[src/rtl/alu_status_pkg.sv]
// Package: shared operation codes and status-word bit positions.
// Assumes an 8-bit status word; bit positions are fixed because
// downstream branch logic decodes them.
package alu_status_pkg;

    typedef enum logic [2:0] {
        OP_ADD  = 3'd0,
        OP_ADC  = 3'd1,
        OP_SUB  = 3'd2,
        OP_INC  = 3'd3,
        OP_DEC  = 3'd4,
        OP_LSL  = 3'd5,
        OP_RSV6 = 3'd6,
        OP_RSV7 = 3'd7
    } alu_op_e;

    localparam int SR_W   = 8;
    localparam int FLAG_C = 0;
    localparam int FLAG_Z = 1;
    localparam int FLAG_N = 2;
    localparam int FLAG_V = 3;
    localparam int FLAG_S = 4;
    localparam int FLAG_H = 5;
    localparam int FLAG_T = 6;
    localparam int FLAG_I = 7;

    // Flags produced by the adder/shifter before result-based flags are added.
    typedef struct packed {
        logic h;
        logic v;
        logic c;
    } arith_flags_t;

endpackage

[src/rtl/alu_arith_core.sv]
// Module: arithmetic core. Produces the result plus carry, half-carry and
// overflow for the selected operation. Purely combinational.
// Assumes DATA_W is even and at least 4 so the nibble boundary exists.
// Carry passes through unchanged for increment and decrement.
module alu_arith_core
    import alu_status_pkg::*;
#(
    parameter int DATA_W = 8
) (
    input  logic [2:0]        op,
    input  logic [DATA_W-1:0] a,
    input  logic [DATA_W-1:0] b,
    input  logic              carry_in,
    output logic [DATA_W-1:0] result,
    output arith_flags_t      fl,
    output logic              op_known
);
    localparam int NIB = DATA_W / 2;
    localparam int MSB = DATA_W - 1;
    localparam logic [DATA_W-1:0] ONE     = {{(DATA_W-1){1'b0}}, 1'b1};
    localparam logic [DATA_W-1:0] MAX_POS = {1'b0, {(DATA_W-1){1'b1}}};
    localparam logic [DATA_W-1:0] MIN_NEG = {1'b1, {(DATA_W-1){1'b0}}};

    logic [DATA_W:0] wide;
    logic [NIB:0]    low;
    logic            cin;

    // Operation select: result and arithmetic flags.
    always_comb begin
        wide     = '0;
        low      = '0;
        cin      = 1'b0;
        result   = '0;
        fl       = '{h: 1'b0, v: 1'b0, c: carry_in};
        op_known = 1'b1;
        case (alu_op_e'(op))
            OP_ADD, OP_ADC: begin
                cin    = (alu_op_e'(op) == OP_ADC) ? carry_in : 1'b0;
                wide   = {1'b0, a} + {1'b0, b} + {{DATA_W{1'b0}}, cin};
                low    = {1'b0, a[NIB-1:0]} + {1'b0, b[NIB-1:0]} + {{NIB{1'b0}}, cin};
                result = wide[DATA_W-1:0];
                fl.c   = wide[DATA_W];
                fl.h   = low[NIB];
                fl.v   = (a[MSB] == b[MSB]) && (result[MSB] != a[MSB]);
            end
            OP_SUB: begin
                wide   = {1'b0, a} - {1'b0, b};
                low    = {1'b0, a[NIB-1:0]} - {1'b0, b[NIB-1:0]};
                result = wide[DATA_W-1:0];
                fl.c   = wide[DATA_W];
                fl.h   = low[NIB];
                fl.v   = (a[MSB] != b[MSB]) && (result[MSB] != a[MSB]);
            end
            OP_INC: begin
                result = a + ONE;
                fl.h   = &a[NIB-1:0];
                fl.v   = (a == MAX_POS);
            end
            OP_DEC: begin
                result = a - ONE;
                fl.h   = ~|a[NIB-1:0];
                fl.v   = (a == MIN_NEG);
            end
            OP_LSL: begin
                result = {a[MSB-1:0], 1'b0};
                fl.c   = a[MSB];
                fl.h   = a[NIB-1];
                fl.v   = a[MSB] ^ a[MSB-1];
            end
            default: op_known = 1'b0;
        endcase
    end

endmodule

[src/rtl/alu_result_flags.sv]
// Module: result-derived flags. Zero, negative and sign follow from the
// finished result and the overflow bit. Combinational.
module alu_result_flags #(
    parameter int DATA_W = 8
) (
    input  logic [DATA_W-1:0] result,
    input  logic              v_in,
    output logic              z,
    output logic              n,
    output logic              s
);
    // Zero detect, sign bit, and sign corrected for overflow.
    always_comb begin
        z = (result == '0);
        n = result[DATA_W-1];
        s = n ^ v_in;
    end

endmodule

[src/rtl/alu_status_reg.sv]
// Module: status word storage. Priority from highest: reset, full write,
// then operation flags with a single-bit command layered on top.
// Assumes upd_bits is ordered H,S,V,N,Z,C matching bits 5..0.
module alu_status_reg
    import alu_status_pkg::*;
(
    input  logic            clk,
    input  logic            rst_n,
    input  logic            wr_en,
    input  logic [SR_W-1:0] wr_data,
    input  logic            upd_en,
    input  logic [5:0]      upd_bits,
    input  logic            cmd_en,
    input  logic            cmd_set,
    input  logic [2:0]      cmd_sel,
    output logic [SR_W-1:0] q
);
    logic [SR_W-1:0] nxt;

    // Merge operation flags, then the single-bit command.
    always_comb begin
        nxt = q;
        if (upd_en) begin
            nxt[FLAG_H:FLAG_C] = upd_bits;
        end
        if (cmd_en) begin
            nxt[cmd_sel] = cmd_set;
        end
    end

    // Register with synchronous active-low reset and write priority.
    always_ff @(posedge clk) begin
        if (!rst_n) begin
            q <= '0;
        end else if (wr_en) begin
            q <= wr_data;
        end else begin
            q <= nxt;
        end
    end

endmodule

[src/rtl/alu_status_unit.sv]
// Module: top level. Connects the arithmetic core, result-flag logic and
// status register. The result is combinational; flags latch on the edge
// after a strobe. Add-with-carry reads the stored carry bit.
module alu_status_unit
    import alu_status_pkg::*;
#(
    parameter int DATA_W = 8
) (
    input  logic              clk,
    input  logic              rst_n,
    input  logic              op_valid,
    input  logic [2:0]        op_code,
    input  logic [DATA_W-1:0] opnd_a,
    input  logic [DATA_W-1:0] opnd_b,
    output logic [DATA_W-1:0] result,
    input  logic              flag_cmd_valid,
    input  logic              flag_cmd_set,
    input  logic [2:0]        flag_cmd_sel,
    input  logic              wr_en,
    input  logic [SR_W-1:0]   wr_data,
    output logic [SR_W-1:0]   status
);
    arith_flags_t afl;
    logic         op_known;
    logic         z_flag;
    logic         n_flag;
    logic         s_flag;
    logic [5:0]   upd_bits;
    logic         upd_en;

    alu_arith_core #(.DATA_W(DATA_W)) u_core (
        .op       (op_code),
        .a        (opnd_a),
        .b        (opnd_b),
        .carry_in (status[FLAG_C]),
        .result   (result),
        .fl       (afl),
        .op_known (op_known)
    );

    alu_result_flags #(.DATA_W(DATA_W)) u_rflags (
        .result (result),
        .v_in   (afl.v),
        .z      (z_flag),
        .n      (n_flag),
        .s      (s_flag)
    );

    // Pack flags in register order and qualify the update.
    always_comb begin
        upd_bits = {afl.h, s_flag, afl.v, n_flag, z_flag, afl.c};
        upd_en   = op_valid && op_known;
    end

    alu_status_reg u_sreg (
        .clk      (clk),
        .rst_n    (rst_n),
        .wr_en    (wr_en),
        .wr_data  (wr_data),
        .upd_en   (upd_en),
        .upd_bits (upd_bits),
        .cmd_en   (flag_cmd_valid),
        .cmd_set  (flag_cmd_set),
        .cmd_sel  (flag_cmd_sel),
        .q        (status)
    );

endmodule

[config.mk]
export PLATFORM = sky130hd
export DESIGN_NAME = alu_status_unit
export DESIGN_NICKNAME = d
export VERILOG_FILES = /design/src/rtl/alu_status_pkg.sv /design/src/rtl/alu_arith_core.sv /design/src/rtl/alu_result_flags.sv /design/src/rtl/alu_status_reg.sv /design/src/rtl/alu_status_unit.sv
export SDC_FILE = /design/constraint.sdc
export NUM_CORES = 1
export LEC_CHECK = 0
export BUFFER_PORTS_ARGS = -buffer_cell sky130_fd_sc_hd__clkbuf_2
export CAP_MARGIN = 20
export CELL_PAD_IN_SITES_DETAIL_PLACEMENT = 0
export CELL_PAD_IN_SITES_GLOBAL_PLACEMENT = 1
export CORE_ASPECT_RATIO = 0.75
export CORE_MARGIN = 2
export CORE_UTILIZATION = 40
export DETAILED_ROUTE_END_ITERATION = 8
export GPL_ROUTABILITY_DRIVEN = 0
export PLACE_DENSITY_LB_ADDON = 0.1
export SLEW_MARGIN = 20
export SYNTH_ARGS = -nofsm -noshare
export SYNTH_HDL_FRONTEND = slang
export SYNTH_SLANG_ARGS = --single-unit
[constraint.sdc]
create_clock -name clk -period 9.55 [get_ports clk]
set_input_delay 1.91 -clock clk [delete_from_list [all_inputs] [get_ports clk]]
set_output_delay 1.91 -clock clk [all_outputs]
set_load 0.02 [all_outputs]
# ---- Word-level counts from Yosys, hierarchy flattened
# Index checks and enable logic that the tools add are counted.
dict set report word_totals {
  out_inout_bits 16
  in_bits 36
  wordCells 48
  ff_bits 8
}
dict set report op_classes {
  addsub 8
  n_eq_ne 11
  bitwise_logic 2
  n_lt_le_gt_ge 2
  n_mux 11
  n_reduce_logical 12
}
# op count
set op_table {}
lappend op_table {{$pmux W8 S5} 1}
lappend op_table {{$mux W8} 2}
lappend op_table {{$pmux W2 S5} 1}
lappend op_table {{$add A8 B8 Y9} 1}
lappend op_table {{$add A9 B1 Y9} 1}
lappend op_table {{$sub A8 B8 Y9} 1}
lappend op_table {{$add A8 B1 Y8 const B} 1}
lappend op_table {{$bwmux W8} 1}
lappend op_table {{$eq A8 B7 Y1 const B} 1}
lappend op_table {{$eq A8 B8 Y1 const B} 1}
lappend op_table {{$logic_not A8 Y1} 1}
lappend op_table {{$sub A8 B1 Y8 const B} 1}
lappend op_table {{$eq A3 B2 Y1 const B} 2}
lappend op_table {{$eq A3 B3 Y1 const B} 2}
lappend op_table {{$mux W6} 1}
lappend op_table {{$reduce_or A6 Y1} 1}
lappend op_table {{$add A4 B4 Y5} 1}
lappend op_table {{$add A5 B1 Y5} 1}
lappend op_table {{$sub A4 B4 Y5} 1}
lappend op_table {{$logic_and A1 B1 Y1} 4}
lappend op_table {{$lt A3 B4 Y1 const B} 1}
lappend op_table {{$reduce_and A4 Y1} 1}
lappend op_table {{$reduce_or A4 Y1} 1}
lappend op_table {{$demux W1 S3} 1}
lappend op_table {{11 further kinds} 16}

# ---- Logic depth before layout (Yosys ltp)
dict set report logic_depth {
  ltp_word 11
  depth_mapped 14
  depth_no_buf 13
}

# ---- Hierarchy
# From an unflattened synthesis, not the netlist that was laid out.
dict set report unflattened {
  cells_unflattened 263
  area_unflattened_um2 1979.4
}
# mod seq_area_each_um2 cells_per_inst instances area_each_um2
set modules_own_cells {}
lappend modules_own_cells {alu_arith_core 0.0 202 1 1412.6}
lappend modules_own_cells {alu_status_reg 160.2 55 1 525.5}
lappend modules_own_cells {alu_result_flags 0.0 5 1 35.0}
lappend modules_own_cells {alu_status_unit 0.0 1 1 6.3}

# ---- Least setup slack after synthesis
# OpenSTA, ideal clock, no wires.
dict set report synth_path {
  kind {input to output}
  from {in op_code[1]}
  to {out result[6]}
  stages 12
  path_slack_ps 3374
  arrival_ps 4266
  required_ps 7640
  n_path_buf 1
  cell_sequence {clkbuf_1 > nor2_1 > and3_1 > fa_1 > fa_1 > nand2b_1 > a21oi_1 > nor2_1 > o31a_1 > o221ai_1 > a22oi_1 > o21ai_0}
}
dict set report synth_via {
  elab_chain_cells 4
  word_cells_on_any_way 10
  cone_classes {1 x add/sub; 5 x eq/ne; 2 x mux; 2 x reduce/logical}
}
# item line_no
set synth_rtl {}
lappend synth_rtl {{start: declaration} alu_status_unit.sv:12} ;# input logic [2:0] op_code,
lappend synth_rtl {{$eq A3 B1 Y1} {alu_arith_core.sv:36, alu_arith_core.sv:38}}
lappend synth_rtl {{$mux W1} alu_arith_core.sv:38} ;# cin = (alu_op_e'(op) == OP_ADC) ? carry_in : 1'b0;
lappend synth_rtl {{$add A9 B1 Y9} alu_arith_core.sv:39} ;# wide = {1'b0, a} + {1'b0, b} + {{DATA_W{1'b0}}, cin};
lappend synth_rtl {{$pmux W8 S5 (*)} alu_arith_core.sv:36} ;# case (alu_op_e'(op))
lappend synth_rtl {{end: declaration} alu_status_unit.sv:15} ;# output logic [DATA_W-1:0] result,
# Mark *: on every way between the ends. The rest lies on a longest branch, timed or not.

# ---- Worst setup path in the final report
# Same ends and word-level chain as after synthesis.

==> results.yml <==
timing:
  slew_viol_final: 0
  rsz0062_at_grt: "no"
  fin_crit_sh_pct: 69.1
  fin_ws_ns: 2.95
  setup_viol: 0
  hold_viol: 0
  slew_headroom_pct: 52.5
  tightestPinTransition_ns: 0.711
  fmax_mhz: 152
  post-route-min-period_ns: 6.60
  fin_tns_setup_ns: 0
  finClkSkew_ns: 0.00292
  holdWs_ns: 0.560
floorplan:
  rows: 21
  dieArea_mm2: 0.00529
  die_y_um: 63.5
  num_io_pins: 52
  start_util_pct: 42.0
  design.core.area_mm2: 0.00449
  die-width_um: 83.3
min_path:
  hold_depth: 2
  hp-class: "flip-flop to flip-flop"
synth:
  ys_seq_area_share_pct: 8.48
  synthCells: 277
  yosysMostFrequentCell: "nor2_1"
  async_reset_ff_share_pct: 0
  ys_ff_latch: 8
  netlist_top_cells_count: "28 x nor2_1, 24 x nand2_1, 19 x o21ai_0"
  synth_area_mm2: 0.00189
  ys_types: 57
  synth_edf_count: 0
  ys.flop_type: "dfxtp_1"
  syn-mean-instance-area_um2: 6.82
  synth_fp_nets: 332
  yosys.area.top_type: "ha_1"
  synth_top_area_share_pct: 10.6
  ys_warn_count: 0
  yosys-top-cells-area: "ha_1 11%, dfxtp_1 8.5%, nor2_1 5.6%, o21ai_0 5.0%, nand2_1 4.8%"
grt:
  grt_usage_pct: 21.9
  grt_max_degree: 20
  grt_pass1_vias: 1877
  grt_pass1_wl_um: 9380
  grt-ovfl-total: 0
  grt_antenna_before_repair: 0
drt:
  post_drt_via_cell_ratio: 5.98
  wirelength_um: 5730
  drt_iter0_drc: 256
  first_pass_iters: 5
  antenna_left: 0
  drc: 0
  vias: 2196
  post_drt_wl_per_cell_um: 15.6
cells_and_area:
  stdcell_area_mm2: 0.00216
  fin_util_pct: 48.0
  largest_register: "u_sreg.q"
  top_regs: "u_sreg.q x8"
  area_growth_syn_to_layout_pct: 14.2
  largest_reg_flops: 8
  drive_gt1_share_pct: 19.7
  antenna_cells: 0
  stdcell_count: 367
  nNetsFinal: 367
setup_path:
  slowest_stage: "nor2_1"
  worstSetupStartpointType: "primary input"
  crit_chain: "clkbuf_2 -> nor2_1 -> and3_1 -> fa_1 -> fa_1 -> nand2b_1 -> a21oi_1 -> nor2_1 -> o31a_1 -> a221o_1 -> a22oi_1 -> o21ai_0 -> clkbuf_2"
  cp_top_family: "compound AO/OA/AOI/OAI gates"
  r2r_cells: 12
  worstSetupPathType: "primary input to output port"
  cp.arrival_ns: 4.69
  worstPathRequired_ns: 7.64
  path_max_fanout: 11
  worst-path-stages: 13
  endpoint_kind: "output port"
  crit_path_max_incr_delay_ns: 0.41
  path_buf_inv: 2
placed_design:
  dpl_cell_area_mm2: 0.00211
  place_inst: 364
  dp_hpwl_um: 4570
  port_buffers: 51
  pre_cts_ws_ns: 3.04
cts:
  cts_inserted_buffers: 3
  clk_path_buf_depth: 2
  clkTransAtPathRegs_ns: 0.04
  cts_tree: "yes"
  clock_latency_ns: 0.23
  cts_root_buf: "clkbuf_8"
  ctsHtreeMaxLevel: 1
  cts_setup_buffers: 0
  cts-resized-gates: 0
  cts_sinks: 8
  cts_hold_buffers: 0
pwr:
  total_power_mw: 0.193
  power_leakage_nw: 0.955
  vdd_drop_max_uv: 41.9
  p_per_area_mw_per_mm2: 89.5
job:
  maxCapViolations: 0
run_status:
  status: "finished, final reports clean"
-- logic make-up (layout without fill, tap and decap cells) --
family                   Yosys count  count (layout)  synth area share, %
adder cells (fa/ha/maj)           19              19                 13.8
multiplexers                       4               4                 2.12
AND/OR/NAND/NOR                  110             110                 29.7
XOR/XNOR                          12              12                 5.57
AO/OA/AOI/OAI                     88              88                 32.1
flip-flops                         8               8                 8.48
buffers and inverters             36              69                 8.28
-- final timing paths --
path,from,end,slack [ns]
max,op_code[1],result[6],2.95
min,u_sreg.q[4],u_sreg.q[4],0.56
max reg2reg,u_sreg.q[0],u_sreg.q[1],6.44
min reg2reg,u_sreg.q[4],u_sreg.q[4],0.56
-- cell type report --
class | instances | area [um^2]
Inverter | 15 | 56.3
Clock buffer | 3 | 41.3
Tap cell | 57 | 71.3
Timing Repair Buffer | 51 | 255
Multi-Input combinational cell | 233 | 1570
Sequential cell | 8 | 160
Fill cell | 477 | 2340
-- per-layer routing --
layer	up-vias	global-route usage, %	share of wire [%]
met2	90	30.2	40
met3	12	3.80	8.1
li1	1086	-	-
met1	1008	34.9	51
met5	-	0	0
met4	0	3.69	1.1
-- layout by cell type, fill, tap and decap left out, drive strengths merged, types with 2 or more instances in the layout --
| cell type | n |
|---|---|
| a211oi | 3 |
| a21oi | 16 |
| a221o | 5 |
| a221oi | 4 |
| a22o | 2 |
| a22oi | 2 |
| a31oi | 9 |
| and2 | 4 |
| and3 | 2 |
| and4 | 2 |
| clkbuf | 54 |
| dfxtp | 8 |
| fa | 3 |
| ha | 16 |
| inv | 14 |
| mux2i | 4 |
| nand2 | 24 |
| nand2b | 6 |
| nand3 | 8 |
| nand3b | 2 |
| nand4 | 3 |
| nand4b | 2 |
| nor2 | 28 |
| nor2b | 9 |
| nor3 | 7 |
| nor4 | 3 |
| o211ai | 4 |
| o21a | 2 |
| o21ai | 19 |
| o21bai | 3 |
| o221ai | 2 |
| o22ai | 4 |
| o311a | 2 |
| or2 | 3 |
| or3 | 3 |
| or4 | 2 |
| xnor2 | 6 |
| xor2 | 6 |
-- worst min-delay path: stages, from the launching register on --
cell and delay [ns]:
dfxtp_1 0.30, mux2i_1 0.12, a31oi_1 0.09
-- power breakdown --
part / internal [mW] / total, mW / switching, mW
combinational: 0.0430 / 0.113 / 0.0697
clock: 0.0274 / 0.0421 / 0.0147
sequential: 0.0362 / 0.0380 / 0.00177
Power figures use the tool's default switching activity.
